### config.mk
export PLATFORM = sky130hd
export DESIGN_NAME = pba_alloc
export DESIGN_NICKNAME = d
export VERILOG_FILES = /design/src/rtl/pba_pkg.sv /design/src/rtl/pba_queue.sv /design/src/rtl/pba_pages.sv /design/src/rtl/pba_alloc.sv
export SDC_FILE = /design/constraint.sdc
export NUM_CORES = 1
export LEC_CHECK = 0
export ABC_AREA = 0
export BUFFER_PORTS_ARGS = -buffer_cell sky130_fd_sc_hd__buf_4
export CAP_MARGIN = 20
export CORE_UTILIZATION = 30
export DETAILED_ROUTE_END_ITERATION = 6
export PLACE_DENSITY_LB_ADDON = 0.12
export SLEW_MARGIN = 40
export SYNTH_ARGS = -nofsm -noshare
export SYNTH_HDL_FRONTEND = slang
export SYNTH_SLANG_ARGS = --single-unit
### constraint.sdc
create_clock -name clk -period 15.16 [get_ports clk]
set_input_delay 1.516 -clock clk [delete_from_list [all_inputs] [get_ports clk]]
set_output_delay 1.516 -clock clk [all_outputs]
set_load 0.02 [all_outputs]
### src/rtl/pba_pkg.sv
package pba_pkg;
  typedef enum logic [2:0] {
    OP_NOP     = 3'd0,
    OP_ALLOC   = 3'd1,
    OP_RESET   = 3'd2,
    OP_RX_DROP = 3'd3,
    OP_RX_FREE = 3'd4,
    OP_FREE    = 3'd5,
    OP_TX_PUSH = 3'd6,
    OP_TX_CLR  = 3'd7
  } op_e;

  localparam logic [7:0] RESULT_NONE    = 8'h80;
  localparam int         RELEASE_CYCLES = 4;

  // queue-head word: an empty queue shows its flag and a zero number
  function automatic logic [15:0] head_word(input logic rx_e, input logic [6:0] rx_h,
                                             input logic tx_e, input logic [6:0] tx_h);
    return {rx_e, (rx_e ? 7'd0 : rx_h), tx_e, (tx_e ? 7'd0 : tx_h)};
  endfunction

  function automatic logic [15:0] info_word(input logic [7:0] free_pg, input logic [7:0] total_pg);
    return {free_pg, total_pg};
  endfunction
endpackage

### src/rtl/pba_queue.sv
module pba_queue #(
  parameter int DEPTH = 8,
  parameter int W     = 7
) (
  input  logic         clk,
  input  logic         rst_n,
  input  logic         clear,
  input  logic         push,
  input  logic [W-1:0] push_data,
  input  logic         pop,
  output logic [W-1:0] head,
  output logic         empty,
  output logic         full
);
  localparam int PW = (DEPTH > 1) ? $clog2(DEPTH) : 1;
  localparam int CW = $clog2(DEPTH + 1);

  logic [W-1:0]  mem [DEPTH];
  logic [PW-1:0] rd_ptr, wr_ptr;
  logic [CW-1:0] count;

  function automatic logic [PW-1:0] bump(input logic [PW-1:0] p);
    return (p == PW'(DEPTH - 1)) ? '0 : p + 1'b1;
  endfunction

  wire do_push = push && !full && !clear;
  wire do_pop  = pop && !empty && !clear;

  assign empty = (count == '0);
  assign full  = (count == CW'(DEPTH));
  assign head  = mem[rd_ptr];

  always_ff @(posedge clk) begin
    if (!rst_n || clear) begin
      rd_ptr <= '0;
      wr_ptr <= '0;
      count  <= '0;
    end else begin
      if (do_push) wr_ptr <= bump(wr_ptr);
      if (do_pop)  rd_ptr <= bump(rd_ptr);
      count <= count + CW'(do_push) - CW'(do_pop);
    end
  end

  always_ff @(posedge clk) begin
    if (do_push) mem[wr_ptr] <= push_data;
  end

  p_push_shows_r7: assert property (@(posedge clk) disable iff (!rst_n)
    do_push |=> !empty);
  p_no_overflow_r8: assert property (@(posedge clk) disable iff (!rst_n)
    count <= CW'(DEPTH));
  p_clear_empties_r11: assert property (@(posedge clk) disable iff (!rst_n)
    clear |=> empty);
endmodule

### src/rtl/pba_pages.sv
module pba_pages #(
  parameter int NUM_PAGES = 8,
  parameter int REQ_W     = 6
) (
  input  logic             clk,
  input  logic             rst_n,
  input  logic             clear,
  input  logic             take,
  input  logic [REQ_W-1:0] req_len,
  input  logic             give,
  input  logic [$clog2(NUM_PAGES)-1:0] give_base,
  input  logic [REQ_W-1:0] give_len,
  output logic             fit_ok,
  output logic [$clog2(NUM_PAGES)-1:0] fit_base,
  output logic [$clog2(NUM_PAGES+1)-1:0] free_cnt
);
  localparam int IW = $clog2(NUM_PAGES);
  localparam int CW = $clog2(NUM_PAGES + 1);

  logic [NUM_PAGES-1:0] used;

  // true when pages [s, s+len) lie inside the buffer and are all free
  function automatic logic run_free(input logic [NUM_PAGES-1:0] u, input int s,
                                    input logic [REQ_W-1:0] len);
    logic ok;
    ok = (s + int'(len)) <= NUM_PAGES;
    for (int i = 0; i < NUM_PAGES; i++)
      if (i >= s && i < s + int'(len) && u[i]) ok = 1'b0;
    return ok;
  endfunction

  function automatic logic [NUM_PAGES-1:0] span(input int s, input logic [REQ_W-1:0] len);
    logic [NUM_PAGES-1:0] m;
    for (int i = 0; i < NUM_PAGES; i++) m[i] = (i >= s) && (i < s + int'(len));
    return m;
  endfunction

  always_comb begin
    fit_ok   = 1'b0;
    fit_base = '0;
    for (int s = NUM_PAGES - 1; s >= 0; s--) begin
      if (run_free(used, s, req_len)) begin
        fit_ok   = 1'b1;
        fit_base = IW'(s);
      end
    end
  end

  assign free_cnt = CW'(NUM_PAGES) - CW'($countones(used));

  logic [NUM_PAGES-1:0] take_mask, give_mask;
  assign take_mask = (take && fit_ok) ? span(int'(fit_base), req_len) : '0;
  assign give_mask = give ? span(int'(give_base), give_len) : '0;

  always_ff @(posedge clk) begin
    if (!rst_n || clear) used <= '0;
    else                 used <= (used | take_mask) & ~give_mask;
  end

  p_take_counts_r2: assert property (@(posedge clk) disable iff (!rst_n)
    (take && fit_ok && !clear && !give) |=>
      int'(free_cnt) == int'($past(free_cnt)) - int'($past(req_len)));
  p_give_counts_r5: assert property (@(posedge clk) disable iff (!rst_n)
    (give && !take && !clear) |=>
      int'(free_cnt) == int'($past(free_cnt)) + int'($past(give_len)));
endmodule

### src/rtl/pba_alloc.sv
module pba_alloc #(
  parameter int NUM_PAGES = 8
) (
  input  logic        clk,
  input  logic        rst_n,
  input  logic        cmd_wr,
  input  logic [7:0]  cmd_byte,
  input  logic        pnr_wr,
  input  logic [6:0]  pnr_byte,
  input  logic        mac_rx_push,
  input  logic [6:0]  mac_rx_pkt,
  input  logic        mac_tx_pop,
  output logic [7:0]  alloc_result,
  output logic        alloc_done,
  output logic        busy,
  output logic [15:0] queue_heads,
  output logic [15:0] mem_info
);
  import pba_pkg::*;

  localparam int NUM_PKTS = NUM_PAGES;
  localparam int IW       = $clog2(NUM_PAGES);
  localparam int PNW      = $clog2(NUM_PKTS);
  localparam int CW       = $clog2(NUM_PAGES + 1);
  localparam int REQ_W    = 6;
  localparam int BW       = $clog2(RELEASE_CYCLES + 1);

  // host register and decoded events
  logic [6:0] pnr;
  op_e        op;
  logic       accept, do_reset, is_alloc, alloc_win, rel_start, rel_fire;
  logic [REQ_W-1:0] req_len;

  // packet table
  logic [NUM_PKTS-1:0] pkt_used;
  logic [IW-1:0]       pkt_base [NUM_PKTS];
  logic [REQ_W-1:0]    pkt_len  [NUM_PKTS];
  logic                slot_ok;
  logic [PNW-1:0]      slot;

  // release engine
  logic [BW-1:0]  busy_cnt;
  logic [PNW-1:0] rel_idx;
  logic [PNW-1:0] start_idx;

  // page map and queues
  logic           fit_ok;
  logic [IW-1:0]  fit_base;
  logic [CW-1:0]  free_cnt;
  logic [6:0]     rx_head, tx_head;
  logic           rx_empty, rx_full, tx_empty, tx_full;

  assign op       = op_e'(cmd_byte[7:5]);
  assign busy     = (busy_cnt != '0);
  assign accept   = cmd_wr && (!busy || op == OP_RESET);
  assign do_reset = accept && (op == OP_RESET);
  assign is_alloc = accept && (op == OP_ALLOC);
  assign req_len  = {1'b0, cmd_byte[4:0]} + REQ_W'(1);
  assign alloc_win = is_alloc && fit_ok && slot_ok;

  always_comb begin
    slot_ok = 1'b0;
    slot    = '0;
    for (int i = NUM_PKTS - 1; i >= 0; i--) begin
      if (!pkt_used[i]) begin
        slot_ok = 1'b1;
        slot    = PNW'(i);
      end
    end
  end

  // which packet a release would start on, and whether it is a live one
  logic pnr_live, rxh_live;
  assign pnr_live  = (pnr < 7'(NUM_PKTS)) && pkt_used[pnr[PNW-1:0]];
  assign rxh_live  = !rx_empty && (rx_head < 7'(NUM_PKTS)) && pkt_used[rx_head[PNW-1:0]];
  assign start_idx = (op == OP_FREE) ? pnr[PNW-1:0] : rx_head[PNW-1:0];
  assign rel_start = accept && ((op == OP_FREE && pnr_live) || (op == OP_RX_FREE && rxh_live));
  assign rel_fire  = (busy_cnt == BW'(1)) && !do_reset;

  always_ff @(posedge clk) begin
    if (!rst_n) pnr <= '0;
    else if (pnr_wr) pnr <= pnr_byte;
  end

  always_ff @(posedge clk) begin
    if (!rst_n || do_reset) begin
      busy_cnt <= '0;
      rel_idx  <= '0;
    end else if (rel_start) begin
      busy_cnt <= BW'(RELEASE_CYCLES);
      rel_idx  <= start_idx;
    end else if (busy) begin
      busy_cnt <= busy_cnt - BW'(1);
    end
  end

  always_ff @(posedge clk) begin
    if (!rst_n || do_reset) begin
      pkt_used <= '0;
    end else begin
      if (alloc_win) pkt_used[slot]    <= 1'b1;
      if (rel_fire)  pkt_used[rel_idx] <= 1'b0;
    end
  end

  always_ff @(posedge clk) begin
    if (alloc_win) begin
      pkt_base[slot] <= fit_base;
      pkt_len[slot]  <= req_len;
    end
  end

  always_ff @(posedge clk) begin
    if (!rst_n || do_reset) begin
      alloc_result <= RESULT_NONE;
      alloc_done   <= 1'b0;
    end else begin
      alloc_done <= alloc_win;
      if (is_alloc) alloc_result <= alloc_win ? {1'b0, 7'(slot)} : RESULT_NONE;
    end
  end

  pba_pages #(.NUM_PAGES(NUM_PAGES), .REQ_W(REQ_W)) u_pages (
    .clk(clk), .rst_n(rst_n), .clear(do_reset),
    .take(alloc_win), .req_len(req_len),
    .give(rel_fire), .give_base(pkt_base[rel_idx]), .give_len(pkt_len[rel_idx]),
    .fit_ok(fit_ok), .fit_base(fit_base), .free_cnt(free_cnt)
  );

  pba_queue #(.DEPTH(NUM_PKTS), .W(7)) u_rxq (
    .clk(clk), .rst_n(rst_n), .clear(do_reset),
    .push(mac_rx_push), .push_data(mac_rx_pkt),
    .pop(accept && (op == OP_RX_DROP || op == OP_RX_FREE)),
    .head(rx_head), .empty(rx_empty), .full(rx_full)
  );

  pba_queue #(.DEPTH(NUM_PKTS), .W(7)) u_txq (
    .clk(clk), .rst_n(rst_n), .clear(do_reset || (accept && op == OP_TX_CLR)),
    .push(accept && op == OP_TX_PUSH), .push_data(pnr),
    .pop(mac_tx_pop),
    .head(tx_head), .empty(tx_empty), .full(tx_full)
  );

  assign queue_heads = head_word(rx_empty, rx_head, tx_empty, tx_head);
  assign mem_info    = info_word(8'(free_cnt), 8'(NUM_PAGES));

  p_done_clean_r2: assert property (@(posedge clk) disable iff (!rst_n)
    alloc_done |-> !alloc_result[7]);
  p_fail_keeps_pages_r3: assert property (@(posedge clk) disable iff (!rst_n)
    (is_alloc && !alloc_win) |=> alloc_result == RESULT_NONE && !alloc_done
                                 && mem_info == $past(mem_info));
  p_release_busy_r5: assert property (@(posedge clk) disable iff (!rst_n)
    rel_start |=> busy);
  p_release_ends_r10: assert property (@(posedge clk) disable iff (!rst_n)
    rel_fire |=> !busy && mem_info[15:8] > $past(mem_info[15:8]));
  p_reset_clean_r12: assert property (@(posedge clk) disable iff (!rst_n)
    do_reset |=> queue_heads == 16'h8080 && mem_info[15:8] == mem_info[7:0]
                 && alloc_result == RESULT_NONE && !busy);
  p_busy_blocks_r13: assert property (@(posedge clk) disable iff (!rst_n)
    (busy && cmd_wr && op == OP_ALLOC) |=> !alloc_done);
endmodule

# Yosys cells after proc, flatten, opt, wreduce, memory -nomap -nowiden
# Memory sizes are Yosys's and may differ from the RTL's. A register that Yosys moved wholly into a read port is not among the register bits.
# Index checks and enable logic that the tools add are counted.
dict set report totals {
  register_bits 58
  ram_bits 184
  inputBits 28
  out_inout_bits 42
  wordCells 347
  memories 4
}
dict set report classes {
  n_addsub 27
  n_lt_le_gt_ge 82
  eq_ne 14
  n_mux 105
  n_bitwise 6
  reduce_logical 95
}
# name words word_bits rd rd_clocked_by_memory_dff wr line_no
set mem_list {}
lappend mem_list {u_rxq.mem 8 7 1 1 1 pba_queue.sv:18} ;# logic [W-1:0] mem [DEPTH];
lappend mem_list {u_txq.mem 8 7 1 1 1 pba_queue.sv:18}
lappend mem_list {pkt_len 8 6 1 1 1 pba_alloc.sv:37} ;# logic [REQ_W-1:0] pkt_len [NUM_PKTS];
lappend mem_list {pkt_base 8 3 1 1 1 pba_alloc.sv:36} ;# logic [IW-1:0] pkt_base [NUM_PKTS];
# cell n
set op_table {}
lappend op_table {{4-bit by 32-bit less-than comparator with 1-bit output, first input constant} 30}
lappend op_table {{3-bit by 32-bit less-than comparator with 1-bit output, first input constant} 9}
lappend op_table {{32-bit by 5-bit <= comparator with 1-bit output, second input constant} 6}
lappend op_table {{2-bit by 32-bit less-than comparator with 1-bit output, first input constant} 3}
lappend op_table {{3-bit two-way mux} 31}
lappend op_table {{1-bit logical AND} 76}
lappend op_table {{1-bit by 32-bit less-than comparator with 1-bit output, first input constant} 2}
lappend op_table {{1-bit two-way mux} 62}
lappend op_table {{8-bit two-way mux} 6}
lappend op_table {{3-bit by 6-bit adder with 7-bit output, first input constant} 4}
lappend op_table {{3-bit equality test, second input constant} 8}
lappend op_table {{3-bit by 6-bit less-than comparator with 1-bit output, first input constant} 4}
lappend op_table {{3-bit greater-or-equal comparator, first input constant} 6}
lappend op_table {{8-bit bitwise AND} 2}
lappend op_table {{3-bit by 4-bit less-than comparator with 1-bit output, second input constant} 4}
lappend op_table {{8-bit NOT} 2}
lappend op_table {{8-bit bitwise OR} 2}
lappend op_table {{2-bit by 6-bit adder with 7-bit output, first input constant} 2}
lappend op_table {{3-bit by 6-bit adder with 7-bit output} 2}
lappend op_table {{7-bit by 4-bit less-than comparator with 1-bit output, second input constant} 2}
lappend op_table {{7-bit two-way mux} 2}
lappend op_table {{3-bit by 1-bit adder with 3-bit output, second input constant} 4}
lappend op_table {{4-bit adder} 3}
lappend op_table {{1-bit by 3-bit greater-or-equal comparator with 1-bit output, first input constant} 4}
lappend op_table {{24 further kinds} 53}

# Logic depth before layout (Yosys ltp)
dict set report logic_depth {
  ltp_word 19
  ltp_mapped 21
  mapped_depth_nobuf 18
}

# Modules after synthesis
# Synthesis repeated with hierarchy kept, for this count alone.
dict set report unflattened {
  hier_cells 894
  area_unflattened_um2 12197.9
}
# module n_inst cells_each area_per_inst_um2 seq_area_each_um2
set modules_own_cells {}
lappend modules_own_cells {pba_queue 2 163 2892.8 1941.9}
lappend modules_own_cells {pba_alloc 1 325 4550.6 2742.6}
lappend modules_own_cells {pba_pages 1 243 1861.8 160.2}

# Worst setup path after synthesis
# No wires, ideal clock.
dict set report synth_path {
  path_kind {input -> register}
  startpoint {input port cmd_byte[0]}
  endpoint {register u_pages.used[0]}
  setup_ps 136
  arrival_time_ps 5769
  required_ps 15024
  slack_ps 9256
  cell_stages 19
  n_path_buf 3
  cell_sequence {buf_2 -> inv_1 -> ha_1 -> clkbuf_1 -> clkbuf_1 -> nor2b_1 -> a2111oi_0 -> a211oi_1 -> o211ai_1 -> a21bo_2 -> a221oi_1 -> ha_1 -> inv_1 -> fa_1 -> xor2_1 -> nand3_1 -> or3_1 -> a31oi_1 -> a311oi_1}
}
dict set report synth_between {
  elab_chain_len 19
  word_cells_on_any_way 150
  classes_between {9 x add/sub; 46 x order compare; 53 x mux; 2 x bitwise; 40 x reduce/logical}
}
# item line_no
set synth_rtl {}
lappend synth_rtl {{start: declaration} pba_alloc.sv:7} ;# input logic [7:0] cmd_byte,
lappend synth_rtl {{5-bit by 1-bit adder with 6-bit output *} pba_alloc.sv:58} ;# assign req_len = {1'b0, cmd_byte[4:0]} + REQ_W'(1);
lappend synth_rtl {{via req_len[0]} pba_alloc.sv:32} ;# logic [REQ_W-1:0] req_len;
lappend synth_rtl {{3-bit by 6-bit adder with 7-bit output (tied with other cells)} n/a}
lappend synth_rtl {{4-bit by 32-bit less-than comparator with 1-bit output (tied with other cells)} pba_pages.sv:28} ;# if (i >= s && i < s + int'(len) && u[i]) ok = 1'b0;
lappend synth_rtl {{1-bit logical AND} pba_pages.sv:28}
lappend synth_rtl {{1-bit two-way mux} pba_pages.sv:28}
lappend synth_rtl {{3-bit two-way mux or 1-bit two-way mux (tied branches) (6 in series)} {pba_pages.sv:42, pba_pages.sv:28}}
lappend synth_rtl {{3-bit two-way mux} pba_pages.sv:42} ;# if (run_free(used, s, req_len)) begin
lappend synth_rtl {{3-bit two-way mux *} pba_pages.sv:42}
lappend synth_rtl {{via fit_base[0]} pba_alloc.sv:48} ;# logic [IW-1:0] fit_base;
lappend synth_rtl {{3-bit by 6-bit adder with 7-bit output} pba_pages.sv:34} ;# for (int i = 0; i < NUM_PAGES; i++) m[i] = (i >= s) && (i < s + int'(len));
lappend synth_rtl {{1-bit by 32-bit less-than comparator with 1-bit output} pba_pages.sv:34}
lappend synth_rtl {{1-bit logical AND *} pba_pages.sv:34}
lappend synth_rtl {{8-bit two-way mux *} pba_pages.sv:52} ;# assign take_mask = (take && fit_ok) ? span(int'(fit_base), req_len) : '0;
lappend synth_rtl {{8-bit bitwise OR *} pba_pages.sv:57} ;# else used <= (used | take_mask) & ~give_mask;
lappend synth_rtl {{8-bit bitwise AND *} pba_pages.sv:57}
lappend synth_rtl {{end signal: assignment} pba_pages.sv:57}
lappend synth_rtl {{end: declaration} pba_pages.sv:20} ;# logic [NUM_PAGES-1:0] used;
# The timed path passes the listed nets; every way through them passes the cells marked *.
# A chain may end at the register's enable or synchronous reset.

# Final worst setup path
# Same ends and word-level chain as after synthesis.

==> results.md <==
- Vias: 7712
- Die W: 203 µm
- Worst hold slack: 0.491 ns
- Die area: 41200 µm²
- Final setup margin: 8.95 ns
- Via density: 4.97
- 1st-pass router iterations: 5
- Crit path max-delay family: compound AO/OA/AOI/OAI gates
- Area share of fa/ha/maj cells after synthesis: 0.0560
- Commonest cells post-synth: edfxtp_1 (184), nor2_1 (78), dfxtp_1 (63), ha_1 (43)
- Total I/O pin count: 70
- Post-Synth XOR/XNOR Area: 0.0141
- Unrepaired setup endpoints after global routing: no
- Initial Utilization: 0.304
- Main area contributors after synthesis: edfxtp_1 (46%), dfxtp_1 (10%), mux4_2 (7.4%)
- Main combinational cell family by area after synthesis: simple AND/OR/NAND/NOR gates
- Gate count of the mapped netlist: 945
- Share of layout cells above drive strength 1: 0.195
- Hold_sp: u_rxq.rd_ptr[1]
- Slowest stage delay, CP: 0.94 ns
- Final Max Tran Viols: 0
- Mean Syn Cell Area: 12.8 µm²
- Fill cell count: 3972
- Ys async rst share: 0
- Fin. Hold Viols: 0
- Inserted Diodes: 0
- Post-synthesis simple-gate area fraction: 0.120
- CP Class: in2reg
- Combinational power share: 0.217
- Max Fanout on Critical Path: 26
- Leak pwr: 4.90 nW
- Worst vdd ir: 0.0000829 V
- Hold path endpoint: u_rxq.rd_ptr[1]
- Fin nets: 1085
- Seq cells post-synth: 247
- Core ar.: 39800 µm²
- Final setup viols: 0
- Top_reg_cell synth: edfxtp_1
- Vias in the first global route: 7848
- Status: finished, final reports clean
- Post-synthesis mux area share: 0.115
- RR Startpoint: u_pages.used[6]
- EDFF count, synth: 184
- Register area: 6790 µm²
- Worst Path Required: 15.56 ns
- Max-slew headroom: 0.422
- Placer Congestion: 0.805
- Footprint of the multi-input gates: 5000 µm²
- Cts hold-fix bufs: 0
- Clock Skews: 0.0225 ns
- Row Count: 73
- Synth Area in Compound Gates: 0.0945
- Post-CTS Resized: 0
- Setup TNS: 0 ns
- Routed wire length per instance: 19.0 µm
- Fin util: 0.354
- CTS tree: yes
- First-pass GRT wire length: 46.3 mm
- Areal power density over the cells: 131 nW/µm²
- Switching Fraction: 0.292
- Area Growth Syn to Fin: 16.3%
- Worst R2R Path Depth: 14
- Element type at the critical path end: flop
- Crit path max-delay cell type: ha_1
- Critical Path AT: 6.61 ns
- Sink Count: 247
- Post-route DRC: 0
- Clock transition at the registers of the reported paths: 0.06 ns
- Clk network pwr share: 0.357
- Reg-to-reg endpoint: u_pages.used[0]
- 1st-iter DRT viols: 539
- Clock Tree Root: clkbuf_16
- Yosys warns: 0
- Setup slack at placement: 8.49 ns
- Max Root-Sink Buffers: 3
- Worst hold stages: 2
- Largest net degree at the start of global routing: 27
- Cell taking the most area after synthesis: edfxtp_1
- Worst setup SP type: input port
- Pint: 0.00131 W
- Die Ht: 203 µm
- Actual slew at the worst max-slew pin: 0.867 ns
- Setup bufs post-CTS: 0
- Mapped Area: 12100 µm²
- Post-route ant nets: 0
- Min-Delay Path Class: reg2reg
- Tot GR Track Use: 0.145
- IO buf count: 53
- CTS H-tree depth: 1
- Count leader, synth: edfxtp_1
- Worst R2R Setup Slack: 10.54 ns
- Final Critical Period: 6.21 ns
- Antenna violations before repair: 1
- Final HPWL DP: 20.3 mm
- Post-synthesis sequential area ratio: 0.560
- Critical-path cell list: buf_4 > inv_1 > ha_1 > xnor2_1 > a221oi_1 > o211ai_1 > a2111o_1 > o21a_1 > a221oi_2 > ha_1 > inv_1 > fa_1 > xor2_1 > nand3_1 > or3_1 > a31oi_1 > a311oi_1
- Count of cell types in the netlist: 86
- Tot Pwr: 0.00185 W
- NetSw: 0.000539 W
- Final WL: 29.5 mm
- Remaining global-route overflow: 0
- CTS buffer count: 29
- Clock latency at the later pin of the worst-skew pair: 0.57 ns
- Maximum clock rate: 161 MHz
- Share of the synthesized area in the top cell type: 0.456
- Part of the power in registers: 0.426
- Final period util: 0.409
- Max-cap violations: 0
- WP buf/inv: 3
[worst max-delay path by stage]
stage	from	to	slack, ns	cells past startpoint
4_1_cts	cmd_byte[0]	u_pages.used[0]	9.07	17
3_3_place_gp	cmd_byte[0]	u_pages.used[0]	8.21	17
3_5_place_dp	cmd_byte[0]	u_pages.used[0]	8.49	17
2_1_floorplan	cmd_byte[0]	u_pages.used[0]	9.26	19
6_report	cmd_byte[0]	u_pages.used[0]	8.95	17
5_1_grt	cmd_byte[0]	u_pages.used[4]	8.69	17
[cells by family after synthesis]
kind of cell | after synthesis
muxes | 88
xor gates and xnor gates | 15
DFF | 247
buffers and inverters | 104
AOI/OAI and AO/OA | 163
and+or+nand+nor | 276
other | 2
adders and majority gates | 50
[per-stage QoR]
step / instances / instance area [µm²]
floorplan: 959 / 12200
global placement: 1497 / 13100
detailed placement: 1501 / 13200
CTS: 1553 / 14100
global route: 1553 / 14100
finish: 1553 / 14100
[state kept, by name, summed over array words and instances (netlist names), 4 cells and up, named ones only]
signal and flops:
u_rxq.mem 56, u_txq.mem 56, pkt_len 48, pkt_base 24, pkt_used 8, u_pages.used 8, pnr 7, alloc_result 4
u_rxq.count 4, u_txq.count 4
[cell type report]
| type | instances | area share |
|---|---|---|
| clock buffers | 39 | 0.0563 |
| multi-input cells | 608 | 0.355 |
| repair buffers | 79 | 0.0421 |
| well taps | 525 | 0.0466 |
| inverters | 42 | 0.0112 |
| flip-flops and latches | 247 | 0.482 |
| clock inverters | 13 | 0.00763 |
[layout by cell type, fill, tap and decap left out, types with 7 or more instances in the layout]
cell       count
nor2_1        75
nand3b_1       8
and3_1         7
buf_4         79
nand2b_1      15
a31oi_1       19
edfxtp_1     184
a21oi_1       29
fa_1           7
clkbuf_1       7
xnor2_1        7
nand2_1       39
and2_1         7
nor3b_1        9
mux2i_1       40
conb_1        16
clkbuf_16     29
nand3_1       24
clkinv_1       7
and3b_1        7
a211oi_1       9
mux4_2        40
dfxtp_1       61
inv_1         40
o21ai_0       33
nor2b_1       24
nor3_1        20
ha_1          42
mux2_2         8
[power groups by stage]
stage          clock, W  sequential [W]  combinational (W)
3_3_place_gp          0        0.000803           0.000405
5_1_grt        0.000703        0.000793           0.000442
2_1_floorplan         0        0.000784           0.000293
4_1_cts        0.000681        0.000789           0.000409
3_5_place_dp          0        0.000803           0.000406
6_report       0.000659        0.000787           0.000402
[worst reg2reg max path, stage by stage, from the launching register on]
cell and delay [ns]:
dfxtp_1 0.46, nor4_1 0.51, nand3_1 0.13, a311o_1 0.36, a2111o_1 0.45, o21a_1 0.16, a221oi_2 0.65, ha_1 0.30
inv_1 0.06, fa_1 0.39, xor2_1 0.26, nand3_1 0.14, or3_1 0.33, a31oi_1 0.20, a311oi_1 0.08
[metal layers]
metal  track usage  share of wire  up-vias
met5             0              0        -
met2         0.228           0.46      132
met1         0.208           0.49     3843
li1              -              -     3699
met4        0.0414          0.018        0
met3        0.0194          0.035       38
Power figures use the tool's default switching activity.
